===== src/rtl/lic_pkg.sv =====
package lic_pkg;
  localparam int NCH_DEF   = 16;
  localparam int DW        = 16;
  localparam int DBW       = 12;
  localparam int OFS_DATA  = 'h00;
  localparam int OFS_VIS   = 'h04;
  localparam int OFS_POL   = 'h14;
  localparam int OFS_EN    = 'h18;
  localparam int OFS_RAW   = 'h1C;
  localparam int OFS_MSK   = 'h20;
  localparam int OFS_CLR   = 'h24;
  localparam int OFS_ARM   = 'h28;
  localparam int OFS_CTL   = 'h40;
  localparam int CTL_STEP  = 4;
endpackage


===== src/rtl/lic_sync.sv =====
module lic_sync #(
  parameter int W = 16
) (
  input  logic         clk,
  input  logic         rst_n,
  input  logic [W-1:0] d,
  output logic [W-1:0] q
);
  logic [W-1:0] st1_q, st2_q;

  always_ff @(posedge clk or negedge rst_n) begin
    if (!rst_n) begin
      st1_q <= '0;
      st2_q <= '0;
    end else begin
      st1_q <= d;
      st2_q <= st1_q;
    end
  end

  assign q = st2_q;
endmodule


===== src/rtl/lic_dbnc.sv =====
module lic_dbnc #(
  parameter int CW = 12
) (
  input  logic          clk,
  input  logic          rst_n,
  input  logic          tick,
  input  logic          restart,
  input  logic          din,
  input  logic [CW-1:0] limit,
  output logic          level
);
  logic [CW-1:0] cnt_q, cnt_d;
  logic          lvl_q, lvl_d;
  logic [CW:0]   cnt_inc;
  logic          hold_done;

  assign cnt_inc   = {1'b0, cnt_q} + (CW+1)'(1);
  assign hold_done = cnt_inc >= {1'b0, limit};

  always_comb begin
    cnt_d = cnt_q;
    lvl_d = lvl_q;
    if (restart) begin
      cnt_d = '0;
    end else if (limit == '0) begin
      lvl_d = din;
      cnt_d = '0;
    end else if (din == lvl_q) begin
      cnt_d = '0;
    end else if (tick) begin
      if (hold_done) begin
        lvl_d = din;
        cnt_d = '0;
      end else begin
        cnt_d = cnt_inc[CW-1:0];
      end
    end
  end

  always_ff @(posedge clk or negedge rst_n) begin
    if (!rst_n) begin
      cnt_q <= '0;
      lvl_q <= 1'b0;
    end else begin
      cnt_q <= cnt_d;
      lvl_q <= lvl_d;
    end
  end

  assign level = lvl_q;

  AST_HOLD_WITHOUT_TICK: assert property (@(posedge clk) disable iff (!rst_n)
    (limit != '0 && !tick) |=> $stable(level));
endmodule


===== src/rtl/lic_regfile.sv =====
module lic_regfile #(
  parameter int NCH = 16,
  parameter int AW  = 8,
  parameter int DW  = 16
) (
  input  logic                    clk,
  input  logic                    rst_n,
  input  logic                    wr_en,
  input  logic [AW-1:0]           addr,
  input  logic [DW-1:0]           wdata,
  input  logic [NCH-1:0]          level,
  output logic [DW-1:0]           rdata,
  output logic                    irq,
  output logic [NCH-1:0]          arm_pulse,
  output logic [NCH-1:0][DW-1:0]  ctl
);
  import lic_pkg::*;

  localparam int IDXW = (NCH > 1) ? $clog2(NCH) : 1;
  localparam logic [AW-1:0] A_DATA = AW'(OFS_DATA);
  localparam logic [AW-1:0] A_VIS  = AW'(OFS_VIS);
  localparam logic [AW-1:0] A_POL  = AW'(OFS_POL);
  localparam logic [AW-1:0] A_EN   = AW'(OFS_EN);
  localparam logic [AW-1:0] A_RAW  = AW'(OFS_RAW);
  localparam logic [AW-1:0] A_MSK  = AW'(OFS_MSK);
  localparam logic [AW-1:0] A_CLR  = AW'(OFS_CLR);
  localparam logic [AW-1:0] A_ARM  = AW'(OFS_ARM);
  localparam logic [AW-1:0] A_CTL  = AW'(OFS_CTL);
  localparam logic [AW-1:0] CTL_SPAN = AW'(CTL_STEP * NCH);

  logic [NCH-1:0] vis_q, pol_q, en_q, raw_q, arm_q;
  logic [NCH-1:0] vis_d, pol_d, en_d, raw_d, arm_d;
  logic           vis_we, pol_we, en_we, clr_we, arm_we;
  logic [NCH-1:0] clr_mask, set_mask, hit_mask;
  logic [AW-1:0]  ctl_off;
  logic           ctl_hit;
  logic [IDXW-1:0] ctl_idx;

  // address decode
  assign vis_we  = wr_en && (addr == A_VIS);
  assign pol_we  = wr_en && (addr == A_POL);
  assign en_we   = wr_en && (addr == A_EN);
  assign clr_we  = wr_en && (addr == A_CLR);
  assign arm_we  = wr_en && (addr == A_ARM);
  assign ctl_off = addr - A_CTL;
  assign ctl_hit = (addr >= A_CTL) && (ctl_off < CTL_SPAN) && (addr[1:0] == 2'b00);
  assign ctl_idx = ctl_off[IDXW+1:2];

  assign clr_mask  = clr_we ? wdata[NCH-1:0] : '0;
  assign arm_pulse = arm_we ? wdata[NCH-1:0] : '0;
  assign hit_mask  = ~(level ^ pol_q);
  assign set_mask  = arm_q & hit_mask;

  // next state
  always_comb begin
    vis_d = vis_we ? wdata[NCH-1:0] : vis_q;
    pol_d = pol_we ? wdata[NCH-1:0] : pol_q;
    en_d  = en_we  ? wdata[NCH-1:0] : en_q;
    arm_d = arm_q | arm_pulse;
    raw_d = (raw_q | set_mask) & ~clr_mask;
  end

  always_ff @(posedge clk or negedge rst_n) begin
    if (!rst_n) begin
      vis_q <= '0;
      pol_q <= '0;
      en_q  <= '0;
      arm_q <= '0;
      raw_q <= '0;
    end else begin
      vis_q <= vis_d;
      pol_q <= pol_d;
      en_q  <= en_d;
      arm_q <= arm_d;
      raw_q <= raw_d;
    end
  end

  // per-channel control registers, each with its own write enable
  for (genvar i = 0; i < NCH; i++) begin : g_ctl
    logic          ce;
    logic [DW-1:0] ctl_q;
    assign ce = wr_en && ctl_hit && (ctl_idx == IDXW'(i));
    always_ff @(posedge clk or negedge rst_n) begin
      if (!rst_n)  ctl_q <= '0;
      else if (ce) ctl_q <= wdata;
    end
    assign ctl[i] = ctl_q;
  end

  // read path
  always_comb begin
    rdata = '0;
    if (ctl_hit) begin
      rdata = ctl[ctl_idx];
    end else begin
      case (addr)
        A_DATA:  rdata = DW'(level & vis_q);
        A_VIS:   rdata = DW'(vis_q);
        A_POL:   rdata = DW'(pol_q);
        A_EN:    rdata = DW'(en_q);
        A_RAW:   rdata = DW'(raw_q);
        A_MSK:   rdata = DW'(raw_q & en_q);
        default: rdata = '0;
      endcase
    end
  end

  assign irq = |(raw_q & en_q);

  AST_CLEAR_WINS: assert property (@(posedge clk) disable iff (!rst_n)
    clr_we |=> ((raw_q & $past(wdata[NCH-1:0])) == '0));
  AST_LATCH_NEEDS_ARM: assert property (@(posedge clk) disable iff (!rst_n)
    ((raw_q & ~$past(raw_q) & ~$past(arm_q)) == '0));
  AST_LATCH_MATCHES_POL: assert property (@(posedge clk) disable iff (!rst_n)
    ((raw_q & ~$past(raw_q) & ($past(level) ^ $past(pol_q))) == '0));
  AST_INPUT_ONLY: assert property (@(posedge clk) disable iff (!rst_n)
    (wr_en && (addr == A_DATA || addr == A_RAW || addr == A_MSK))
      |=> ($stable(vis_q) && $stable(pol_q) && $stable(en_q)));
endmodule


===== src/rtl/lvl_irq_ctrl.sv =====
module lvl_irq_ctrl #(
  parameter int NCH = lic_pkg::NCH_DEF,
  parameter int AW  = 8,
  parameter int DW  = lic_pkg::DW,
  parameter int DBW = lic_pkg::DBW
) (
  input  logic           clk,
  input  logic           rst_n,
  input  logic           ms_tick,
  input  logic [NCH-1:0] pin_in,
  input  logic           wr_en,
  input  logic [AW-1:0]  addr,
  input  logic [DW-1:0]  wdata,
  output logic [DW-1:0]  rdata,
  output logic           irq
);
  logic [1:0]              rst_pipe_q;
  logic                    rst_int_n;
  logic [NCH-1:0]          pin_sync;
  logic [NCH-1:0]          level;
  logic [NCH-1:0]          arm_pulse;
  logic [NCH-1:0][DW-1:0]  ctl;

  // asynchronous assert, synchronous release
  always_ff @(posedge clk or negedge rst_n) begin
    if (!rst_n) rst_pipe_q <= 2'b00;
    else        rst_pipe_q <= {rst_pipe_q[0], 1'b1};
  end
  assign rst_int_n = rst_pipe_q[1];

  lic_sync #(.W(NCH)) u_sync (
    .clk   (clk),
    .rst_n (rst_int_n),
    .d     (pin_in),
    .q     (pin_sync)
  );

  for (genvar i = 0; i < NCH; i++) begin : g_ch
    lic_dbnc #(.CW(DBW)) u_dbnc (
      .clk     (clk),
      .rst_n   (rst_int_n),
      .tick    (ms_tick),
      .restart (arm_pulse[i]),
      .din     (pin_sync[i]),
      .limit   (ctl[i][DBW-1:0]),
      .level   (level[i])
    );
  end

  lic_regfile #(.NCH(NCH), .AW(AW), .DW(DW)) u_regs (
    .clk       (clk),
    .rst_n     (rst_int_n),
    .wr_en     (wr_en),
    .addr      (addr),
    .wdata     (wdata),
    .level     (level),
    .rdata     (rdata),
    .irq       (irq),
    .arm_pulse (arm_pulse),
    .ctl       (ctl)
  );

  AST_IRQ_QUIET_IN_RESET: assert property (@(posedge clk)
    !rst_int_n |-> !irq);
endmodule


===== config.mk =====
export PLATFORM = sky130hd
export DESIGN_NAME = lvl_irq_ctrl
export DESIGN_NICKNAME = d
export VERILOG_FILES = /design/src/rtl/lic_pkg.sv /design/src/rtl/lic_sync.sv /design/src/rtl/lic_dbnc.sv /design/src/rtl/lic_regfile.sv /design/src/rtl/lvl_irq_ctrl.sv
export SDC_FILE = /design/constraint.sdc
export NUM_CORES = 1
export LEC_CHECK = 0
export BUFFER_PORTS_ARGS = -buffer_cell sky130_fd_sc_hd__clkbuf_2
export CORE_ASPECT_RATIO = 1.2
export CORE_UTILIZATION = 48
export CTS_CLUSTER_SIZE = 8
export DETAILED_ROUTE_END_ITERATION = 8
export PLACE_DENSITY = 0.74
export SLEW_MARGIN = 30
export SYNTH_ARGS = -nofsm -noshare
export SYNTH_HDL_FRONTEND = slang
export SYNTH_SLANG_ARGS = --single-unit

===== constraint.sdc =====
create_clock -name clk -period 25.1 [get_ports clk]
set_input_delay 1.255 -clock clk [delete_from_list [all_inputs] [get_ports clk]]
set_output_delay 1.255 -clock clk [all_outputs]
set_load 0.05 [all_outputs]

Yosys cells after proc, flatten, opt, wreduce, memory -nomap -nowiden. Index checks and enable logic that the tools add are counted.

Bits in registers: 578. Bits of input ports: 44. Output and inout port bits: 17. Word-level logic and storage cells: 429.

$add $sub $neg: 17. $lt $le $gt $ge: 19. Equality and inequality tests: 54. Multiplexer cells: 150. Bitwise gates (word level): 25. Reduce and logical (&&, ||, !) cells: 108.

Operator list (count): $mux 12 (80); $add 12x1->13 const B (16); $ge 13x12->1 (16); $logic_not 12->1 (16); $pmux 16 s6 (1); $and 16x16->16 (4); $bmux 16 s4 (1); $mux 1 (64); $mux 16 (4); $reduce_and 4->1 (16); $reduce_bool 2->1 (32); $reduce_bool 4->1 (16); $eq 4x4->1 const B (8); $ne 2x1->1 const B (16); $not 16->16 (2); $or 16x16->16 (2); $eq 8x5->1 const B (3); $eq 8x6->1 const B (3); $logic_and 1x1->1 (24); $eq 1x1->1 (16); $eq 4x3->1 const B (4); $not 1->1 (16); $reduce_or 16->1 (1); $xor 16x16->16 (1); other kinds (10) (11).

Logic depth before layout (Yosys ltp). Gate-level depths: netlist (run 1).

Word-level depth: 7. Depth in mapped cells: 15. Gate-level depth less buffers: 12.

Hierarchy. A second synthesis (run 1) with hierarchy kept.

Cells, all modules: 3334. Area, all modules: 35532.8 um2.

Modules (own cells, without submodules): lic_dbnc (g_ch[0].u_dbnc ...) (instances 14, cells each 139, area each 1172.4 um2, seq. area each 325.3 um2); lic_regfile (instances 1, cells each 1103, area each 15927.8 um2, seq. area each 8408.1 um2); lic_dbnc (g_ch[11].u_dbnc ...) (instances 2, cells each 125, area each 1168.6 um2, seq. area each 325.3 um2); lic_sync (instances 1, cells each 32, area each 800.8 um2, seq. area each 800.8 um2); lvl_irq_ctrl (instances 1, cells each 3, area each 53.8 um2, seq. area each 50.0 um2).

Worst setup path after synthesis (run 1). No wires, ideal clock.

Kind: input-to-output. Start: input addr[2]. End: output rdata[5]. Arrival: 3.494 ns. Data required time: 23.845 ns. Path slack: 20.351 ns. Stages: 6. Path buffers: 2. Path through: buf_2 -> buf_1 -> mux4_2 -> mux4_2 -> nand2_1 -> nand4_1.

Cells in the longest elaborated chain, start to end: 5. Elaborated cells on any way between the ends: 15. Those cells by class: add/sub (1); order compare (2); eq/ne (5); mux (4); reduce/logical (3).

Ends and longest elaborated chain: start: declaration (RTL line lvl_irq_ctrl.sv:12) `input logic [AW-1:0] addr,`; $sub 8x7->8 (RTL line lic_regfile.sv:45) `assign ctl_off = addr - A_CTL;`; $lt 8x7->1 (RTL line lic_regfile.sv:46) `assign ctl_hit = (addr >= A_CTL) && (ctl_off < CTL_SPAN) && (addr[1:0] == 2'b00);`; $logic_and 1x1->1 (2 in series) (RTL line lic_regfile.sv:46); $mux 16 (*) (RTL line lic_regfile.sv:94) `if (ctl_hit) begin`; end: declaration (RTL line lvl_irq_ctrl.sv:14) `output logic [DW-1:0] rdata,`.

Every way passes the cells marked *; elsewhere a longest branch is shown, timed or not. The select of a mux whose other input is x is not followed.

Final worst setup path (run 1).
Start: input addr[2]. End: output rdata[6].

Same word-level chain as after synthesis.

==> results.md, run 1 <==
- The run finished with clean final reports.
- The full die area is 72200 um^2.
- The clock-pin transition on the worst setup and hold timing paths is 0.06 ns.
- Yosys printed 0 warnings.
- After synthesis, the share of flip-flops with an asynchronous set or reset is 100%.
- In this run, the combinational gates consume 13.6% of the power.
- The category of the worst setup path capture point is a primary output.
- The proportion of layout cells with a drive suffix above 1 is 16.5%.
- The number of global-route vias before repair is 26100.
- The total congestion overflow is 0.
- The portion of the post-synthesis area used by sequential elements is 42.4%.
- The post-synthesis net count is 3558.
- In this design, the critical path's most frequently occurring cell is sky130_fd_sc_hd__buf_4.
- The xor and xnor area share after synthesis is 4.39%.
- The path class of the tightest hold or removal check is reg2reg.
- The pre-antenna-repair detailed-routing pass consisted of 6 iterations.
- The minimum setup slack in the final design is 19.62 ns.
- Once detail routing completed, the nets flagged for antenna violations numbered 0.
- The category of the critical setup timing path is in2out.
- The wire-length estimate of the detail-placed layout is 70400 um.
- The number of standard cells after synthesis is 3290.
- The startpoint of the worst register-to-register path is g_ch[7].u_dbnc.cnt_q[0]$_DFFE_PN0P_.
- The tree built by TritonCTS fans out to 578 sinks.
- For the worst setup path, the data arrival time is 4.22 ns.
- Counting the buffers created by CTS gives 82.
- After detailed placement, the design holds a cell count of 4122.
- The number of placement rows is 106.
- The initial utilization of the core area, before any placement, comes to 48.8%.
- At the end of the flow, the number of nets in the layout was 3558.
- The internal power is 1.69 mW.
- The mux contribution to synthesized area is 13.8%.
- The total via count after detailed routing is 26900.
- The worst path in the final design needs a cycle of 5.48 ns, including I/O delays and setup.
- The most common cell after layout, fill and taps aside is sky130_fd_sc_hd__dfrtp_1.
- The clock reaches the later pin of the worst-skew pair after 0.64 ns.
- Setup repair after global routing left no endpoint under its margin.
- The count of flip-flops with a built-in enable after synthesis is 0.
- The longest clock path from root to sink contains 3 buffers.
- In this run the static leakage power is 17.5 nW.
- Synthesis inferred 578 register bits.
- The width of the chip is 245 um.
- The simple-gate portion of the synthesized area is 14.3%.
- The count of cell instances traversed by the critical path is 8.
- The longest individual stage delay on the worst path is 0.75 ns.
- The count of cells along the worst register-to-register path is 11.
- After detailed routing, the number of vias per cell comes to 6.38.
- The filler cells instantiated in the layout total 6031.
- The top-area cell type share of the netlist area is 42.4%.
- After Yosys synthesis, full adders, half adders and majority gates account for 8.21% of the synthesized area.
- By area, the combinational part of the netlist is dominated by simple AND/OR/NAND/NOR gates.
- The unique cell type count in the Yosys netlist is 73.
- The master cell of the clock root buffer is sky130_fd_sc_hd__clkbuf_16.
- The first element of the critical path is addr[2].
- TritonCTS built the clock tree.
- The capture point of the worst reg-to-reg path is g_ch[7].u_dbnc.level$_DFFE_PN0P_.
- The switching part of the total power is 28.7%.
- The number of hold buffers added after CTS is 0.
- The wire length of the first global-routing pass is 155000 um.
- Across every metal layer, demand over resource in global routing totals 28.0%.
- STA puts the critical path data required time at 23.84 ns.
- The number of antenna violations at the first check in global routing is 5.
- Derived from the worst setup path, the maximum achievable clock frequency is 183 MHz.
- For the pin with the worst max-slew slack, the measured transition is 1.06 ns.
- The reg2reg setup slack is 21.48 ns.
- Sequential cells account for 44.3% of the total power.
- In the routed design, unresolved DRC markers number 0.
- The synthesized netlist devotes 12.1% of its cell area to compound gates.
- The final setup skew is 0.0280 ns.
- The number of max-slew violations in the final report came to 0.
- The setup-violating endpoint count in the final report is 0.
- The switching component of the power is 0.682 mW.
- The biggest area consumer among synthesized cells is sky130_fd_sc_hd__dfrtp_1.
- The type of origin of the critical path is a primary input.
- For this design the ratio of total power to cell area is 63.3 nW/um^2.
- The count of final hold-check violations is 0.
- In the layout the commonest cells are sky130_fd_sc_hd__dfrtp_1, sky130_fd_sc_hd__nand2_1, sky130_fd_sc_hd__mux2_2.
- Adding up every negative setup slack in the final design gives 0 ns.
- The capture point of the worst path is rdata[6].
- Ranked by total cell area, the synthesized netlist is headed by sky130_fd_sc_hd__dfrtp_1, sky130_fd_sc_hd__mux2_2, sky130_fd_sc_hd__ha_1.
- The cell area that synthesis handed to floorplanning was 34100 um^2.
- The placement-stage worst setup slack is 19.66 ns.
- The floorplan core area is 70000 um^2.
- The prevailing post-synth register cell is sky130_fd_sc_hd__dfrtp_1.
- After clock tree synthesis, the setup repair step added 0 buffers.
- The y dimension of the die is 294 um.
- The final instance count without filler cells is 4219.
- The H-tree generated during clock tree synthesis spans 3 levels.
- The final RePlAce weighted congestion is 1.01.
- In this run the cell area measured after placement is 35200 um^2.
- The finished cells cover 37400 um^2.
- The worst voltage drop across the vdd grid is 0.0525 mV.
- The clock network accounts for 42.1% of the total power.
- The count of buffers added on input and output ports is 60.
- The critical path goes through buf_4 -> buf_4 -> nand2_1 -> nor2_1 -> buf_4 -> a222oi_1 -> nand4_1 -> clkbuf_2.
- The number of top-level pins is 61.
- The average wire per cell in the routed design is 23.6 um.
- The number of violations reported at the end of detailed-routing iteration 0 is 2841.
- The total buffers and inverters traversed by the critical path is 4.
- The largest driver fanout on the critical path is 49.
- After clock tree synthesis, the repair step resized 0 gates.
- Max-cap violations in this run came to 0.
- The growth of design area from synthesis to finish is 9.63%.
- The per-instance average area after synthesis is 10.4 um^2.
- The fraction of the cycle the final worst path needs is 21.8%.
- The headroom to the max-slew limit is 29.1%.
- Wires add up to 99700 um.
- On the critical path the largest part of the delay comes from buffers and inverters.
- The critical path's slowest cell is sky130_fd_sc_hd__buf_4.
- Entering global routing, the biggest net connects 183 pins.
==> flip-flops by register name, summed over array words and instances (netlist names) <==
| register | cells |
|---|---|
| u_regs.g_ctl.ctl_q | 256 |
| g_ch.u_dbnc.cnt_q | 192 |
| g_ch.u_dbnc.level | 16 |
| u_regs.arm_q | 16 |
| u_regs.en_q | 16 |
| u_regs.pol_q | 16 |
| u_regs.raw_q | 16 |
| u_regs.vis_q | 16 |
| u_sync.q | 16 |
| u_sync.st1_q | 16 |
| rst_pipe_q | 2 |
==> cell usage after synthesis (all sizes together), types with 25 or more instances <==
master / count
nand2b: 51
clkbuf: 129
nand3: 195
nor3: 39
a32o: 61
a31oi: 56
buf: 49
dfrtp: 578
and3: 45
and4: 25
ha: 224
nand4: 101
o22ai: 28
nor2: 100
nor4: 54
o211ai: 25
mux4: 80
a21o: 34
xnor2: 104
nand2: 294
xor2: 67
inv: 241
mux2: 250
a21oi: 131
o21ai: 115
==> per-layer routing <==
metal / GRT usage, % / wire (um)
met1: 35.7 / 39400
met2: 44.3 / 46100
met3: 6.80 / 8990
met4: 13.6 / 5110
met5: 0 / 36
==> metrics by stage <==
| stage | power [mW] | hold WS, ns | utilization (%) |
|---|---|---|---|
| final | 2.37 | 0.335 | 53.5 |
| after CTS | 2.38 | 0.339 | 53.4 |
| after detailed placement | 1.38 | 0.335 | 50.2 |
| after global routing | 2.45 | 0.348 | 53.5 |
| after floorplan | 1.27 | 0.331 | - |
| after global placement | 1.37 | 0.332 | 50.2 |
==> logic make-up (layout without fill, tap and decap cells) <==
family	after synthesis	in the layout
adder cells (fa/ha/maj)	224	224
AO/OA/AOI/OAI	600	600
multiplexers	341	341
XOR/XNOR	171	171
flip-flops	578	578
other	1	3
buffers and inverters	419	428
AND/OR/NAND/NOR	956	956
==> power groups by stage <==
stage                     clock [mW]  combinational (mW)  sequential, mW
after floorplan                    0               0.234            1.04
after global placement             0               0.309            1.06
after detailed placement           0               0.317            1.06
after CTS                       1.01               0.319            1.05
after global routing            1.05               0.355            1.05
final                          0.998               0.322            1.05
==> worst min path at each step <==
stage | cells past startpoint | slack, ns | from | endpoint
after detailed placement | 0 | 0.33 | u_sync.st1_q[14]$_DFF_PN0_ | u_sync.q[14]$_DFF_PN0_
after CTS | 0 | 0.34 | u_sync.st1_q[2]$_DFF_PN0_ | u_sync.q[2]$_DFF_PN0_
final | 0 | 0.33 | u_sync.st1_q[2]$_DFF_PN0_ | u_sync.q[2]$_DFF_PN0_
after global routing | 0 | 0.35 | u_sync.st1_q[8]$_DFF_PN0_ | u_sync.q[8]$_DFF_PN0_
after floorplan | 0 | 0.33 | rst_pipe_q[0]$_DFF_PN0_ | rst_pipe_q[1]$_DFF_PN0_
after global placement | 0 | 0.33 | u_sync.st1_q[4]$_DFF_PN0_ | u_sync.q[4]$_DFF_PN0_
==> cell type report <==
class / instances / area [um^2] / area share, %
repair buffers: 94 / 614 / 1.64
flip-flops and latches: 578 / 14500 / 38.7
clock inverters: 6 / 71.3 / 0.191
multi-input cells: 2293 / 18100 / 48.3
clock buffers: 87 / 2120 / 5.67
inverters: 241 / 905 / 2.42
diodes: 2 / 5.00 / 0.0134
well taps: 918 / 1150 / 3.07
Note: power is estimated with default switching activity, not from simulation.
==> inputs of run 2 (changes only) <==
--- a/config.mk
+++ b/config.mk
@@ -5,12 +5,13 @@
 export SDC_FILE = /design/constraint.sdc
 export NUM_CORES = 1
 export LEC_CHECK = 0
+export ABC_AREA = 1
 export BUFFER_PORTS_ARGS = -buffer_cell sky130_fd_sc_hd__clkbuf_2
 export CORE_ASPECT_RATIO = 1.2
 export CORE_UTILIZATION = 48
 export CTS_CLUSTER_SIZE = 8
 export DETAILED_ROUTE_END_ITERATION = 8
-export PLACE_DENSITY = 0.74
+export PLACE_DENSITY = 0.76
 export SLEW_MARGIN = 30
 export SYNTH_ARGS = -nofsm -noshare
 export SYNTH_HDL_FRONTEND = slang
==> constraint.sdc (replaced) <==
create_clock -name clk -period 4.4 [get_ports clk]
set_input_delay 0.22 -clock clk [delete_from_list [all_inputs] [get_ports clk]]
set_output_delay 0.22 -clock clk [all_outputs]
set_load 0.05 [all_outputs]
==> run 2 against run 1 <==
  * Worst setup slack lost 18 ns
  * Die area shrank 1.6%
  * Flip-flop and latch count is the same
  * Worst hold slack lost 0.28 ns
  * Routed wire length grew 3.0%
  * Critical path depth grew 2
  * Total power grew to 5.7 times the previous value
  * Critical path type unchanged
  * Critical endpoint is now rdata[9]
  * Largest cell class unchanged
==> results.md, run 2 <==
- The iteration count of the initial detailed-routing pass was 9 (+3).
- The total buffers and inverters traversed by the critical path came to 4 (unchanged).
- The total power per unit cell area came to 365 nW/um^2 (+480%).
- The longest individual stage delay on the worst path is 0.77 ns (+0.02 ns).
- The number of remaining DRC errors is 0 (unchanged).
- The largest registers in the layout are u_regs.g_ctl.ctl_q x256, g_ch.u_dbnc.cnt_q x192.
- The reg2reg setup slack is 1.28 ns (-20.20 ns).
- The share of total power in combinational logic is 14.9% (+1.3 points).
- The post-CTS setup-driven buffer insertion count is 0 (unchanged).
- Setup repair after global routing left no endpoint under its margin.
- The insertion delay to the later sink of the worst-skew pair was 0.64 ns (about the same).
- The final setup skew is 0.0246 ns (-0.00333 ns).
- The number of flip-flops in the largest register is 256 (unchanged).
- The critical path is of the in2out type.
- In this run the worst hold path is classified as in2reg.
- The critical path's slowest cell is sky130_fd_sc_hd__o21ai_0.
- The highest achievable clock rate is 308 MHz.
- The total via count after detailed routing is 30200 (+12%).
- The y dimension of the die was 292 um (-0.81%).
- The full die area is 71000 um^2 (-1.6%).
- The number of global-route vias before repair is 28900 (+11%).
- The number of clock sinks seen by CTS was 578 (unchanged).
- The utilization after layout is 54.1% (+0.61 points).
- The number of antenna violations at the first check in global routing is 10 (+5).
- The global-route usage over all layers is 29.2% (+1.2 points).
- The final wirelength is 103000 um (+3.0%).
- The top-area cell type share of the netlist area came to 43.1% (+0.70 points).
- The floorplan core area is 68800 um^2 (-1.7%).
- The standby leakage power is 18.4 nW (+5.3%).
- Walking the worst path, the cells encountered are clkbuf_2 -> inv_1 -> nand2_2 -> buf_4 -> o22ai_1 -> o21ai_0 -> nand4_1 -> nand2_1 -> nand3_1 -> clkbuf_2.
- The post-synthesis net count is 4574 (+29%).
- The final total power came to 13.6 mW (+470%).
- The maximum root-to-sink buffer count is 3 (unchanged).
- The headroom to the max-slew limit is 28.9% (-0.17 points).
- The number of standard cells after synthesis is 4306 (+31%).
- Ranked by flip-flop count, first place goes to u_regs.g_ctl.ctl_q.
- The number of buffers added on ports came to 60 (unchanged).
- The count of final hold-check violations is 0 (unchanged).
- The clock tree from TritonCTS is built.
- The growth of design area from synthesis to finish is 10.8%.
- The wire length of the first global-routing pass is 162000 um (+4.0%).
- The per-instance average area after synthesis is 7.80 um^2 (-25%).
- The biggest area contributor in the post-synthesis netlist is sky130_fd_sc_hd__dfrtp_1.
- The number of violations reported at the end of detailed-routing iteration 0 is 3024 (+6.4%).
- The clock network power share is 41.9% (-0.2 points).
- The critical path starts at addr[2].
- The switching component of the power is 4.01 mW (+490%).
- The portion of the post-synthesis area used by sequential elements is 43.1% (+0.70 points).
- By instance count, the cell type seen most on the critical path is sky130_fd_sc_hd__clkbuf_2.
- The initial standard-cell utilization of the core came to 48.8% (about the same).
- The number of vias per cell is 5.73 (-10%).
- The count of flip-flops with a built-in enable after synthesis is 0 (unchanged).
- The number of top-level pins was 61 (unchanged).
- The startpoint of the worst register-to-register path is g_ch[5].u_dbnc.cnt_q[0]$_DFFE_PN0P_.
- The internal power is 9.57 mW (+470%).
- The transition time at the pin with the least slew margin was 1.06 ns (+0.00440 ns).
- The width of the chip is 243 um (-0.81%).
- The flow ran to the end, and the final reports show no timing, DRC or antenna violations.
- The final RePlAce weighted congestion is 1.04 (+3.1%).
- The worst setup path is launched from a primary input.
- The largest net degree at the start of global routing came to 80 (-56%).
- The cell area after technology mapping is 33600 um^2 (-1.6%).
- The sequential power share is 43.2% (-1.1 points).
- The number of nets in the finished design is 4610 (+30%).
- The count of maximum capacitance violations is 0 (unchanged).
- In this run the most critical hold path is launched from wdata[1].
- The cell with the most instances after synthesis is sky130_fd_sc_hd__nand2_1.
- The clock period could shrink to 3.25 ns.
- Sorting the synthesized cells by area gives the leading types as sky130_fd_sc_hd__dfrtp_1, sky130_fd_sc_hd__nand2_1, sky130_fd_sc_hd__ha_1.
- In the synthesized netlist the dominant register cell turns out to be sky130_fd_sc_hd__dfrtp_1.
- The number of warnings reported in the yosys synthesis log was 0 (unchanged).
- By count the netlist is led by sky130_fd_sc_hd__nand2_1, sky130_fd_sc_hd__dfrtp_1, sky130_fd_sc_hd__inv_1, sky130_fd_sc_hd__o21ai_0, sky130_fd_sc_hd__ha_1.
- The critical path's top delay family is buffers and inverters.
- The estimated wirelength of the detail-placed design is 73300 um (+4.1%).
- The library cells used most frequently in the layout, excluding fill and tap cells, are sky130_fd_sc_hd__nand2_1, sky130_fd_sc_hd__dfrtp_1, sky130_fd_sc_hd__inv_1.
- The total congestion overflow is 0 (unchanged).
- The proportion of layout cells with a drive suffix above 1 is 5.15% (-11 points).
- The number of placement rows is 105 (-0.94%).
- The worst voltage drop across the vdd grid is 0.273 mV (+420%).
- The category of the worst setup path capture point is a primary output.
- The critical path data arrival time is 3.03 ns (-1.19 ns).
- The fraction of the cycle the final worst path needs is 73.8%.
- The worst path required time is 4.18 ns (-19.66 ns).
- The unique cell type count in the Yosys netlist is 45 (-38%).
- The setup-violating endpoint count in the final report came to 0 (unchanged).
- The clock-pin transition on the worst setup and hold timing paths came to 0.05 ns (about the same).
- Leaving out fill and tap cells, the most frequent cell in the layout is sky130_fd_sc_hd__nand2_1.
- The average wire per cell in the routed design is 19.5 um (-17%).
- The number of antenna-violating nets in the routed design is 0 (unchanged).
- The tree is rooted in a sky130_fd_sc_hd__clkbuf_16.
- The switching part of the total power came to 29.5% (+0.76 points).
- The number of max-slew violations in the final report is 0 (unchanged).
- The flip-flop and latch count after synthesis is 578 (unchanged).
- The largest driver fanout on the critical path is 53 (+8.2%).
- The number of levels the H-tree was split into came to 3 (unchanged).
- The number of buffers added by the clock tree synthesis step is 82 (unchanged).
- The post-cts resize count was 0 (unchanged).
- The fraction of registers with async set or reset after synthesis was 100% (unchanged).
[run 2: cell types whose count changed after synthesis, moves of 58 or more]
| cell | before | now |
|---|---|---|
| sky130_fd_sc_hd__mux4_2 | 80 | 0 |
| sky130_fd_sc_hd__o22ai_1 | 28 | 108 |
| sky130_fd_sc_hd__inv_1 | 241 | 561 |
| sky130_fd_sc_hd__nor2_1 | 96 | 206 |
| sky130_fd_sc_hd__xor2_1 | 67 | 125 |
| sky130_fd_sc_hd__nand2_1 | 294 | 1144 |
| sky130_fd_sc_hd__mux2_2 | 250 | 0 |
| sky130_fd_sc_hd__a32o_1 | 61 | 0 |
| sky130_fd_sc_hd__o21ai_0 | 112 | 487 |
[run 2: kinds of logic (layout without fill, tap and decap cells)]
group / after synthesis / after routing / synth area share, %
simple gates: 1776 / 1776 / 22.4
compound gates: 823 / 823 / 13.4
buf+inv: 732 / 776 / 8.32
flops: 578 / 578 / 43.1
fa+ha+maj: 224 / 224 / 8.34
xor+xnor: 172 / 172 / 4.49
other cells: 1 / 6 / 0.0112
[run 2: area by class of cell]
class	count	area (um^2)
multi-input combinational	2996	16400
clock inverter	6	71.3
tap	909	1140
sequential	578	14500
inverter	567	2130
timing repair buffer	117	887
fill	6400	31600
antenna	5	12.5
clock buffer	86	2120
[run 2: power by group through the flow]
stage               combinational, mW  sequential (mW)  clock (mW)
finish                           2.03             5.86        5.69
global route                     2.26             5.89        5.96
CTS                              1.99             5.85        5.75
detailed placement               1.96             5.94           0
global placement                 1.91             5.94           0
floorplan                        1.36             5.91           0
[run 2: per-stage QoR]
step	hold slack (ns)	TNS (ns)	setup WS [ns]	cells	cell area, um^2
global route	0.0480	0	0.858	5260	37200
finish	0.0584	0	1.15	5264	37200
floorplan	-0.0756	-697.65	-1.21	4306	33600
detailed placement	0.00964	0	1.21	5144	34800
CTS	0.0345	0	1.27	5258	37200
global placement	0.0104	0	1.30	5143	34700
[run 2: worst paths after layout]
check	endpoint	cells past startpoint
max	rdata[9]	10
min	u_regs.raw_q[1]$_DFF_PN0_	2
max reg2reg	g_ch[5].u_dbnc.cnt_q[0]$_DFFE_PN0P_	14
min reg2reg	g_ch[12].u_dbnc.level$_DFFE_PN0P_	0
max in group asynchronous	u_sync.q[5]$_DFF_PN0_	2
min in group asynchronous	g_ch[12].u_dbnc.level$_DFFE_PN0P_	0
[run 2: metal layers]
layer	vias to the layer above	GRT usage (%)	part of all wire [%]	routed length, um
li1	14200	-	-	-
met1	14200	35.2	38	39300
met2	1364	45.7	45	46200
met3	421	7.26	9.2	9440
met4	6	20.6	7.4	7650
met5	-	0	0.035	36
[run 2: timing repair]
action,CTS,global route
hold endpoints to repair,29,0
hold buffers,22,0
setup endpoints to repair,0,0
